## config.mk

```make
export PLATFORM = sky130hd
export DESIGN_NAME = chlink_ctrl
export DESIGN_NICKNAME = d
export VERILOG_FILES = /design/src/rtl/chlink_pkg.sv /design/src/rtl/chlink_pick.sv /design/src/rtl/chlink_stall.sv /design/src/rtl/chlink_sg_fetch.sv /design/src/rtl/chlink_ctrl.sv
export SDC_FILE = /design/constraint.sdc
export NUM_CORES = 1
export LEC_CHECK = 0
export BUFFER_PORTS_ARGS = -buffer_cell sky130_fd_sc_hd__buf_2
export CORE_AREA = 2 2 265 267
export CTS_CLUSTER_DIAMETER = 60
export DETAILED_ROUTE_END_ITERATION = 7
export DIE_AREA = 0 0 267 269
export MAX_ROUTING_LAYER = met4
export PLACE_DENSITY = 0.36
export RECOVER_POWER = 25
export SETUP_SLACK_MARGIN = 0.3
export SLEW_MARGIN = 20
export SYNTH_ARGS = -nofsm -noshare
export SYNTH_HDL_FRONTEND = slang
export SYNTH_SLANG_ARGS = --single-unit
export TNS_END_PERCENT = 50
```

## constraint.sdc

```tcl
create_clock -name clk -period 3.4 [get_ports clk]
set_clock_uncertainty 0.15 [all_clocks]
set_input_delay 0.51 -clock clk [delete_from_list [all_inputs] [get_ports clk]]
set_output_delay 0.51 -clock clk [all_outputs]
set_load 0.02 [all_outputs]
```

## src/rtl/chlink_pkg.sv

```systemverilog
// Shared encodings for the channel link and completion controller.
// Assumes control and iteration words are 16 bits wide.
package chlink_pkg;
    typedef enum logic [2:0] {
        OP_SET_EN   = 3'd0,
        OP_CLR_EN   = 3'd1,
        OP_SW_START = 3'd2,
        OP_CLR_DONE = 3'd3,
        OP_CLR_INT  = 3'd4,
        OP_CLR_ERR  = 3'd5
    } cmd_op_e;

    typedef enum logic [1:0] {
        ST_IDLE  = 2'd0,
        ST_BUSY  = 2'd1,
        ST_STALL = 2'd2,
        ST_FETCH = 2'd3
    } ctl_state_e;

    // control word fields
    localparam int CSR_INT_MAJ  = 1;
    localparam int CSR_DIS_DONE = 3;
    localparam int CSR_SG_EN    = 4;
    localparam int CSR_MLINK_EN = 5;
    localparam int CSR_MLINK_CH = 8;
    localparam int CSR_BW_LO    = 14;
    // iteration word fields
    localparam int ITER_LINK_EN = 15;
    localparam int ITER_LINK_CH = 9;
    // descriptor and stall sizing
    localparam int DESC_WORDS      = 8;
    localparam int STALL_W         = 4;
    localparam int BW_STALL_SHORT  = 4;
    localparam int BW_STALL_LONG   = 8;
endpackage

```

## src/rtl/chlink_pick.sv

```systemverilog
// Fixed-priority picker: reports whether any request is set and the
// lowest set index. Purely combinational; assumes N <= 2**W.
module chlink_pick #(
    parameter int N = 8,
    parameter int W = 3
) (
    input  logic [N-1:0] req,
    output logic         any,
    output logic [W-1:0] idx
);
    // scan from the top so the lowest set bit is the last written
    always_comb begin
        any = |req;
        idx = '0;
        for (int i = N - 1; i >= 0; i--) begin
            if (req[i]) idx = W'(i);
        end
    end
endmodule

```

## src/rtl/chlink_stall.sv

```systemverilog
// Bandwidth stall timer: loaded with a length, counts down to zero.
// 'last' is high in the final stall cycle. A load of zero does nothing.
module chlink_stall #(
    parameter int CNTW = 4
) (
    input  logic            clk,
    input  logic            rst_n,
    input  logic            load,
    input  logic [CNTW-1:0] len,
    output logic            last
);
    logic [CNTW-1:0] cnt_q;

    // count down the remaining idle cycles
    always_ff @(posedge clk) begin
        if (!rst_n)              cnt_q <= '0;
        else if (load)           cnt_q <= len;
        else if (cnt_q != '0)    cnt_q <= cnt_q - 1'b1;
    end

    assign last = (cnt_q == CNTW'(1));
endmodule

```

## src/rtl/chlink_sg_fetch.sv

```systemverilog
// Scatter-gather reloader: after 'start', reads WORDS consecutive words
// from 'base' (byte address, word step 4) and forwards each one as a
// write one cycle later, when memory data returns. Assumes a read
// latency of exactly one cycle.
module chlink_sg_fetch #(
    parameter int AW    = 32,
    parameter int WORDS = 8
) (
    input  logic                     clk,
    input  logic                     rst_n,
    input  logic                     start,
    input  logic [AW-1:0]            base,
    output logic                     rd_en,
    output logic [AW-1:0]            rd_addr,
    output logic                     wr_en,
    output logic [$clog2(WORDS)-1:0] wr_idx,
    output logic                     finish
);
    localparam int IW = $clog2(WORDS);

    logic          active_q;
    logic [IW:0]   rd_cnt_q;
    logic [AW-1:0] base_q;
    logic          wr_en_q;
    logic [IW-1:0] wr_idx_q;

    assign rd_en   = active_q && (rd_cnt_q < (IW + 1)'(WORDS));
    assign rd_addr = base_q + AW'({rd_cnt_q, 2'b00});
    assign wr_en   = wr_en_q;
    assign wr_idx  = wr_idx_q;
    assign finish  = wr_en_q && (wr_idx_q == IW'(WORDS - 1));

    // read sequencing and write alignment to the returning data
    always_ff @(posedge clk) begin
        if (!rst_n) begin
            active_q <= 1'b0;
            rd_cnt_q <= '0;
            base_q   <= '0;
            wr_en_q  <= 1'b0;
            wr_idx_q <= '0;
        end else begin
            wr_en_q  <= rd_en;
            wr_idx_q <= rd_cnt_q[IW-1:0];
            if (start) begin
                active_q <= 1'b1;
                rd_cnt_q <= '0;
                base_q   <= base;
            end else begin
                if (rd_en)  rd_cnt_q <= rd_cnt_q + 1'b1;
                if (finish) active_q <= 1'b0;
            end
        end
    end
endmodule

```

## src/rtl/chlink_ctrl.sv

```systemverilog
// Channel link and completion controller. Holds the per-channel enable,
// pending, done, interrupt and error bits, and serves pending channels
// one minor loop at a time on a shared engine (lowest number first).
// On each minor completion it applies the active channel's link,
// disable, interrupt, done, bandwidth-stall and scatter-gather
// settings. Assumes eng_done is only pulsed while a channel is active.
module chlink_ctrl
    import chlink_pkg::*;
#(
    parameter int NCH = 8,
    parameter int AW  = 32,
    parameter int DW  = 32,
    localparam int CW = $clog2(NCH),
    localparam int IW = $clog2(DESC_WORDS)
) (
    input  logic                    clk,
    input  logic                    rst_n,
    input  logic                    cmd_valid,
    input  logic [2:0]              cmd_op,
    input  logic [CW-1:0]           cmd_chan,
    input  logic [NCH-1:0]          hw_req,
    input  logic [NCH-1:0]          err_set,
    input  logic [NCH-1:0][15:0]    cfg_csr,
    input  logic [NCH-1:0][15:0]    cfg_iter,
    input  logic [NCH-1:0][AW-1:0]  cfg_sga,
    output logic                    eng_start,
    output logic [CW-1:0]           eng_chan,
    input  logic                    eng_done,
    input  logic                    eng_last,
    output logic [NCH-1:0]          en_flags,
    output logic [NCH-1:0]          done_flags,
    output logic [NCH-1:0]          irq,
    output logic [NCH-1:0]          err_flags,
    output logic                    mem_rd_en,
    output logic [AW-1:0]           mem_rd_addr,
    input  logic [DW-1:0]           mem_rd_data,
    output logic                    desc_wr_en,
    output logic [CW-1:0]           desc_wr_chan,
    output logic [IW-1:0]           desc_wr_idx,
    output logic [DW-1:0]           desc_wr_data
);
    function automatic logic [NCH-1:0] ch_bit(input logic [CW-1:0] c);
        ch_bit = NCH'(1) << c;
    endfunction

    ctl_state_e     state_q, state_d;
    logic [CW-1:0]  act_q;
    logic           start_q;
    logic [NCH-1:0] en_q, pend_q, done_q, int_q, err_q;

    cmd_op_e        op;
    logic [NCH-1:0] set_en_v, clr_en_v, sw_go_v, clr_done_v, clr_int_v, clr_err_v;
    logic [NCH-1:0] link_v, grant_v, dis_v, done_v, int_v;
    logic           pick_any;
    logic [CW-1:0]  pick_idx;
    logic           fin, fin_last, fin_minor;
    logic [15:0]    csr_a, iter_a;
    logic           sg_en, sg_start, sg_finish;
    logic           stall_load, stall_last;
    logic [STALL_W-1:0] stall_len;
    logic           unused_cfg;

    assign op         = cmd_op_e'(cmd_op);
    assign set_en_v   = (cmd_valid && op == OP_SET_EN)   ? ch_bit(cmd_chan) : '0;
    assign clr_en_v   = (cmd_valid && op == OP_CLR_EN)   ? ch_bit(cmd_chan) : '0;
    assign sw_go_v    = (cmd_valid && op == OP_SW_START) ? ch_bit(cmd_chan) : '0;
    assign clr_done_v = (cmd_valid && op == OP_CLR_DONE) ? ch_bit(cmd_chan) : '0;
    assign clr_int_v  = (cmd_valid && op == OP_CLR_INT)  ? ch_bit(cmd_chan) : '0;
    assign clr_err_v  = (cmd_valid && op == OP_CLR_ERR)  ? ch_bit(cmd_chan) : '0;

    assign csr_a      = cfg_csr[act_q];
    assign iter_a     = cfg_iter[act_q];
    assign unused_cfg = ^{csr_a, iter_a};
    assign fin        = (state_q == ST_BUSY) && eng_done;
    assign fin_last   = fin && eng_last;
    assign fin_minor  = fin && !eng_last;
    assign sg_en      = csr_a[CSR_SG_EN];
    assign sg_start   = fin_last && sg_en;

    chlink_pick #(.N(NCH), .W(CW)) u_pick (
        .req(pend_q), .any(pick_any), .idx(pick_idx)
    );

    // bandwidth field decode into idle cycle count
    always_comb begin
        case (csr_a[CSR_BW_LO +: 2])
            2'b10:   stall_len = STALL_W'(BW_STALL_SHORT);
            2'b11:   stall_len = STALL_W'(BW_STALL_LONG);
            default: stall_len = '0;
        endcase
    end
    assign stall_load = fin && !sg_start && (stall_len != '0);

    chlink_stall #(.CNTW(STALL_W)) u_stall (
        .clk(clk), .rst_n(rst_n), .load(stall_load), .len(stall_len), .last(stall_last)
    );

    chlink_sg_fetch #(.AW(AW), .WORDS(DESC_WORDS)) u_sg (
        .clk(clk), .rst_n(rst_n), .start(sg_start), .base(cfg_sga[act_q]),
        .rd_en(mem_rd_en), .rd_addr(mem_rd_addr), .wr_en(desc_wr_en),
        .wr_idx(desc_wr_idx), .finish(sg_finish)
    );
    assign desc_wr_data = mem_rd_data;
    assign desc_wr_chan = act_q;

    // completion side effects on the active channel
    always_comb begin
        link_v = '0;
        if (fin_minor && iter_a[ITER_LINK_EN]) link_v |= ch_bit(iter_a[ITER_LINK_CH +: CW]);
        if (fin_last && csr_a[CSR_MLINK_EN])   link_v |= ch_bit(csr_a[CSR_MLINK_CH +: CW]);
        dis_v  = (fin_last && csr_a[CSR_DIS_DONE]) ? ch_bit(act_q) : '0;
        done_v = (fin_last && !sg_en)              ? ch_bit(act_q) : '0;
        int_v  = (fin_last && csr_a[CSR_INT_MAJ])  ? ch_bit(act_q) : '0;
    end

    assign grant_v = (state_q == ST_IDLE && pick_any) ? ch_bit(pick_idx) : '0;

    // controller sequencing
    always_comb begin
        state_d = state_q;
        case (state_q)
            ST_IDLE:  if (pick_any) state_d = ST_BUSY;
            ST_BUSY:  if (fin) state_d = sg_start ? ST_FETCH : (stall_load ? ST_STALL : ST_IDLE);
            ST_STALL: if (stall_last) state_d = ST_IDLE;
            ST_FETCH: if (sg_finish) state_d = ST_IDLE;
            default:  state_d = ST_IDLE;
        endcase
    end

    // state, grant and per-channel flag registers
    always_ff @(posedge clk) begin
        if (!rst_n) begin
            state_q <= ST_IDLE;
            act_q   <= '0;
            start_q <= 1'b0;
            en_q    <= '0;
            pend_q  <= '0;
            done_q  <= '0;
            int_q   <= '0;
            err_q   <= '0;
        end else begin
            state_q <= state_d;
            start_q <= (state_q == ST_IDLE) && pick_any;
            if (state_q == ST_IDLE && pick_any) act_q <= pick_idx;
            en_q   <= (en_q | set_en_v) & ~clr_en_v & ~dis_v;
            pend_q <= (pend_q & ~grant_v) | (hw_req & en_q) | sw_go_v | link_v;
            done_q <= (done_q & ~clr_done_v) | done_v;
            int_q  <= (int_q & ~clr_int_v) | int_v;
            err_q  <= (err_q & ~clr_err_v) | err_set;
        end
    end

    assign eng_start  = start_q;
    assign eng_chan   = act_q;
    assign en_flags   = en_q;
    assign done_flags = done_q;
    assign irq        = int_q;
    assign err_flags  = err_q;


    busy_no_restart_chk: assert property (@(posedge clk) disable iff (!rst_n)
        (state_q == ST_BUSY && !eng_done) |=> !eng_start);

    stall_no_start_chk: assert property (@(posedge clk) disable iff (!rst_n)
        (state_q == ST_STALL) |=> !eng_start);

    fetch_only_in_reload_chk: assert property (@(posedge clk) disable iff (!rst_n)
        mem_rd_en |-> (state_q == ST_FETCH));

    reload_addr_aligned_chk: assert property (@(posedge clk) disable iff (!rst_n)
        sg_start |-> (cfg_sga[act_q][4:0] == 5'd0));

    disable_at_end_chk: assert property (@(posedge clk) disable iff (!rst_n)
        (fin_last && csr_a[CSR_DIS_DONE]) |=> !en_flags[$past(act_q)]);

    done_at_end_chk: assert property (@(posedge clk) disable iff (!rst_n)
        (fin_last && !sg_en) |=> done_flags[$past(act_q)]);
endmodule

```

==> metrics.cfg <==
[pwr]
power_frac_comb=0.257
clkPwrFrac=0.370
total_power_mw=3.09
p_int_mw=2.06
seqPwrFrac=0.373
p_leak_nw=4.59
power.density_mw_per_mm2=273
swShare=0.334
p_sw_mw=1.03
peakVddDrop_mv=0.214

[timing]
worstMarginPinSlew_ns=2.06
setup_tns_ns=0
min_period_ns=3.04
min_period_over_period=0.895
timing.fmax_mhz=329
relSlewSlack=-0.374
rsz0062_at_grt=true
finalSetupViolations=0
final_max_slew_viol_count=68
whs_ns=0.205
hold_viol_final=0

[cts]
cts_root_buf=clkbuf_16
cts_made_buffers=9
h-tree-depth=3
cts_buffer_depth=2
insertion_delay_ns=0.39
tritoncts=done
clk_pin_slew_worst_paths_ns=0.08
clock_sinks=91

[floorplanning]
initial_core_util=0.108
fp-row-count=97
dieWidth_um=267
ios=679
die-area_mm2=0.0718
core_mm2=0.0693
die_h_um=269

[grt]
antenna_found_initial=8
grt_max_degree=68
grt_pass1_wl_um=62200
gr-usage-all-layers=0.128
overflow=0
first_global_vias=8350

[yosys]
synthFlopType=dfxtp_1
async_reset_ff_frac=0
synth_area_mm2=0.00748
ys_seq_area_frac=0.243
synth_cell_type_count=62
syn_inst=812
synthesis.nets=1392
synth_top_area_frac=0.243
synth.largest_area_cell=dfxtp_1
ys_seq_elements=91
synth_edf_count=0
avgSynthCellArea_um2=9.22
synth_area_leaders=dfxtp_1 24%, mux4_2 24%, nand2_1 5.6%
ys_warn_count=0

[setup_path]
r2r-start=desc_wr_chan[0]
crit_fanout=7
ff2ff_path_depth=6
rr_endpoint=u_sg.base_q[30]
endpoint_kind=output port
crit_type=flop to output port
start_kind=flop
cp_data_required_time_ns=2.74
arrival_ns=2.38
rrSetupSlack_ns=0.65

[drt]
drc=0
met1_length_um=22700
ant_nets=0
route.met2.wl_um=20300
top_layer_used=met4
wl_met3_um=2150
vias=8241
drtPass1Iterations=4
drtIter0Drc=427
wirelength_um=45700
drt-wirelength-per-cell_um=21.0
via_per_inst=3.78

[status]
status=complete, but fails checks
violations=capacitance limit, slew limit

[finish]
drive_gt1_frac=0.535
syn2layout_area_growth_pct=51.0
finalNetCount=1815
fillCellCount=7939

[place]
hpwl_um=38200
routabilityCongestion=0.928
numPortBuffers=462

[min_path]
hp-start=err_set[4]
min_path_type=input pin to flop
hold_end=err_flags[4]
hold_path_depth=3

[run]
maxCapViolCount=1

==> worst max-delay path by stage <==
stage                           startpoint         endpoint  cells past startpoint
final                     u_sg.rd_cnt_q[0]  mem_rd_addr[30]                     11
after global placement      u_sg.base_q[7]  mem_rd_addr[25]                      7
after CTS                   u_sg.base_q[6]  mem_rd_addr[25]                      9
after detailed placement    u_sg.base_q[7]  mem_rd_addr[25]                      7
after floorplan           u_sg.rd_cnt_q[0]  mem_rd_addr[26]                     10
after global routing        u_sg.base_q[9]  mem_rd_addr[19]                      9
==> routing by layer <==
metal / up-vias / global-route usage
li1: 3846 / -
met1: 4019 / 0.179
met2: 345 / 0.194
met3: 31 / 0.0160
met4: 0 / 0.0290
met5: - / -
==> cells in the mapped netlist (all sizes together), types with 3 or more instances <==
cell,count
nand4,5
dfxtp,91
nand2,112
ha,8
nor4,4
nand3,20
buf,71
a211oi,9
o31ai,3
mux2i,12
nor3b,4
a221o,5
and2,6
a31oi,5
nand2b,10
a21o,3
mux2,9
nor3,10
nor2b,10
mux4,80
nor2,78
nand3b,3
o21ai,44
or2,4
xor2,17
a311oi,34
clkbuf,23
o221ai,4
or3,5
a222oi,3
a21oi,46
xnor2,15
inv,25
==> cell type report <==
class | instances | area, um2 | area share
inverters | 26 | 98.8 | 0.00874
clock buffers | 9 | 225 | 0.0199
repair buffers | 506 | 2690 | 0.238
flip-flops and latches | 91 | 1850 | 0.163
well taps | 940 | 1180 | 0.104
multi-input cells | 601 | 5190 | 0.459
clock inverters | 7 | 75.1 | 0.00664
diodes | 2 | 5.00 | 0.000443
==> critical path, cell delays in order (launching register included) <==
cell      delay [ns]
dfxtp_4         0.37
ha_4            0.13
inv_2           0.03
fa_2            0.33
nor2b_1         0.13
o21ai_1         0.07
nand2b_1        0.10
buf_6           0.17
nand3_4         0.15
nor2_4          0.15
xor2_2          0.20
buf_6           0.15
==> cell usage in the layout (no fill, tap or decap), drive strengths merged, types with 4 or more instances in the layout <==
cell	netlist	layout
o21ai	44	44
ha	8	8
o221ai	4	4
a21oi	46	46
or2	4	4
a31oi	5	5
a221o	5	5
inv	25	28
nand2	112	112
xor2	17	17
mux2	9	9
nor4	4	4
and2	6	6
nor3b	4	4
clkbuf	23	24
dfxtp	91	91
a211oi	9	9
xnor2	15	15
or3	5	5
nor3	10	10
mux4	80	80
nor2	78	78
buf	71	491
nand3	20	20
a311oi	34	34
nor2b	10	10
nand4	5	5
mux2i	12	12
nand2b	10	10
==> state kept, by name, summed over array words and instances, names as in the netlist <==
register	flops
err_flags	8
pend_q	8
u_stall.cnt_q	4
eng_start	1
en_flags	8
desc_wr_chan	3
state_q	2
u_sg.rd_cnt_q	4
u_sg.wr_idx	3
u_sg.base_q	32
u_sg.active_q	1
u_sg.wr_en	1
done_flags	8
irq	8
==> cell families after synthesis <==
logic type               share of synthesized area
multiplexers                                 0.270
buffers and inverters                       0.0874
flip-flops                                   0.243
AO/OA/AOI/OAI                                0.172
AND/OR/NAND/NOR                              0.173
adder cells (fa/ha/maj)                     0.0160
XOR/XNOR                                    0.0374
==> power by group through the flow <==
| stage | Sequential [mW] | Combinational [mW] | Clock [mW] |
|---|---|---|---|
| final | 1.15 | 0.794 | 1.14 |
| after floorplan | 1.17 | 0.435 | 0 |
| after global placement | 1.18 | 0.796 | 0 |
| after global routing | 1.16 | 0.877 | 1.25 |
| after CTS | 1.15 | 0.810 | 1.23 |
| after detailed placement | 1.18 | 0.803 | 0 |
==> per-stage QoR <==
stage                     cell area (um2)  setup slack, ns   util  std cells
after detailed placement            10700           -0.126  0.154       2153
final                               11300            0.357  0.163       2182
after global placement              10700           -0.152  0.154       2153
after CTS                           11200            0.183  0.162       2178
after global routing                11300            0.199  0.163       2180
after floorplan                      7480            0.548      -        812
==> timing repair <==
item,4_1_cts,5_1_grt
hold buffers,0,0
pin swaps,9,4
resized for setup,42,22
buffers inserted,9,2
endpoints found under the setup margin,21,19
No activity file was read; power rests on OpenSTA's default activity.
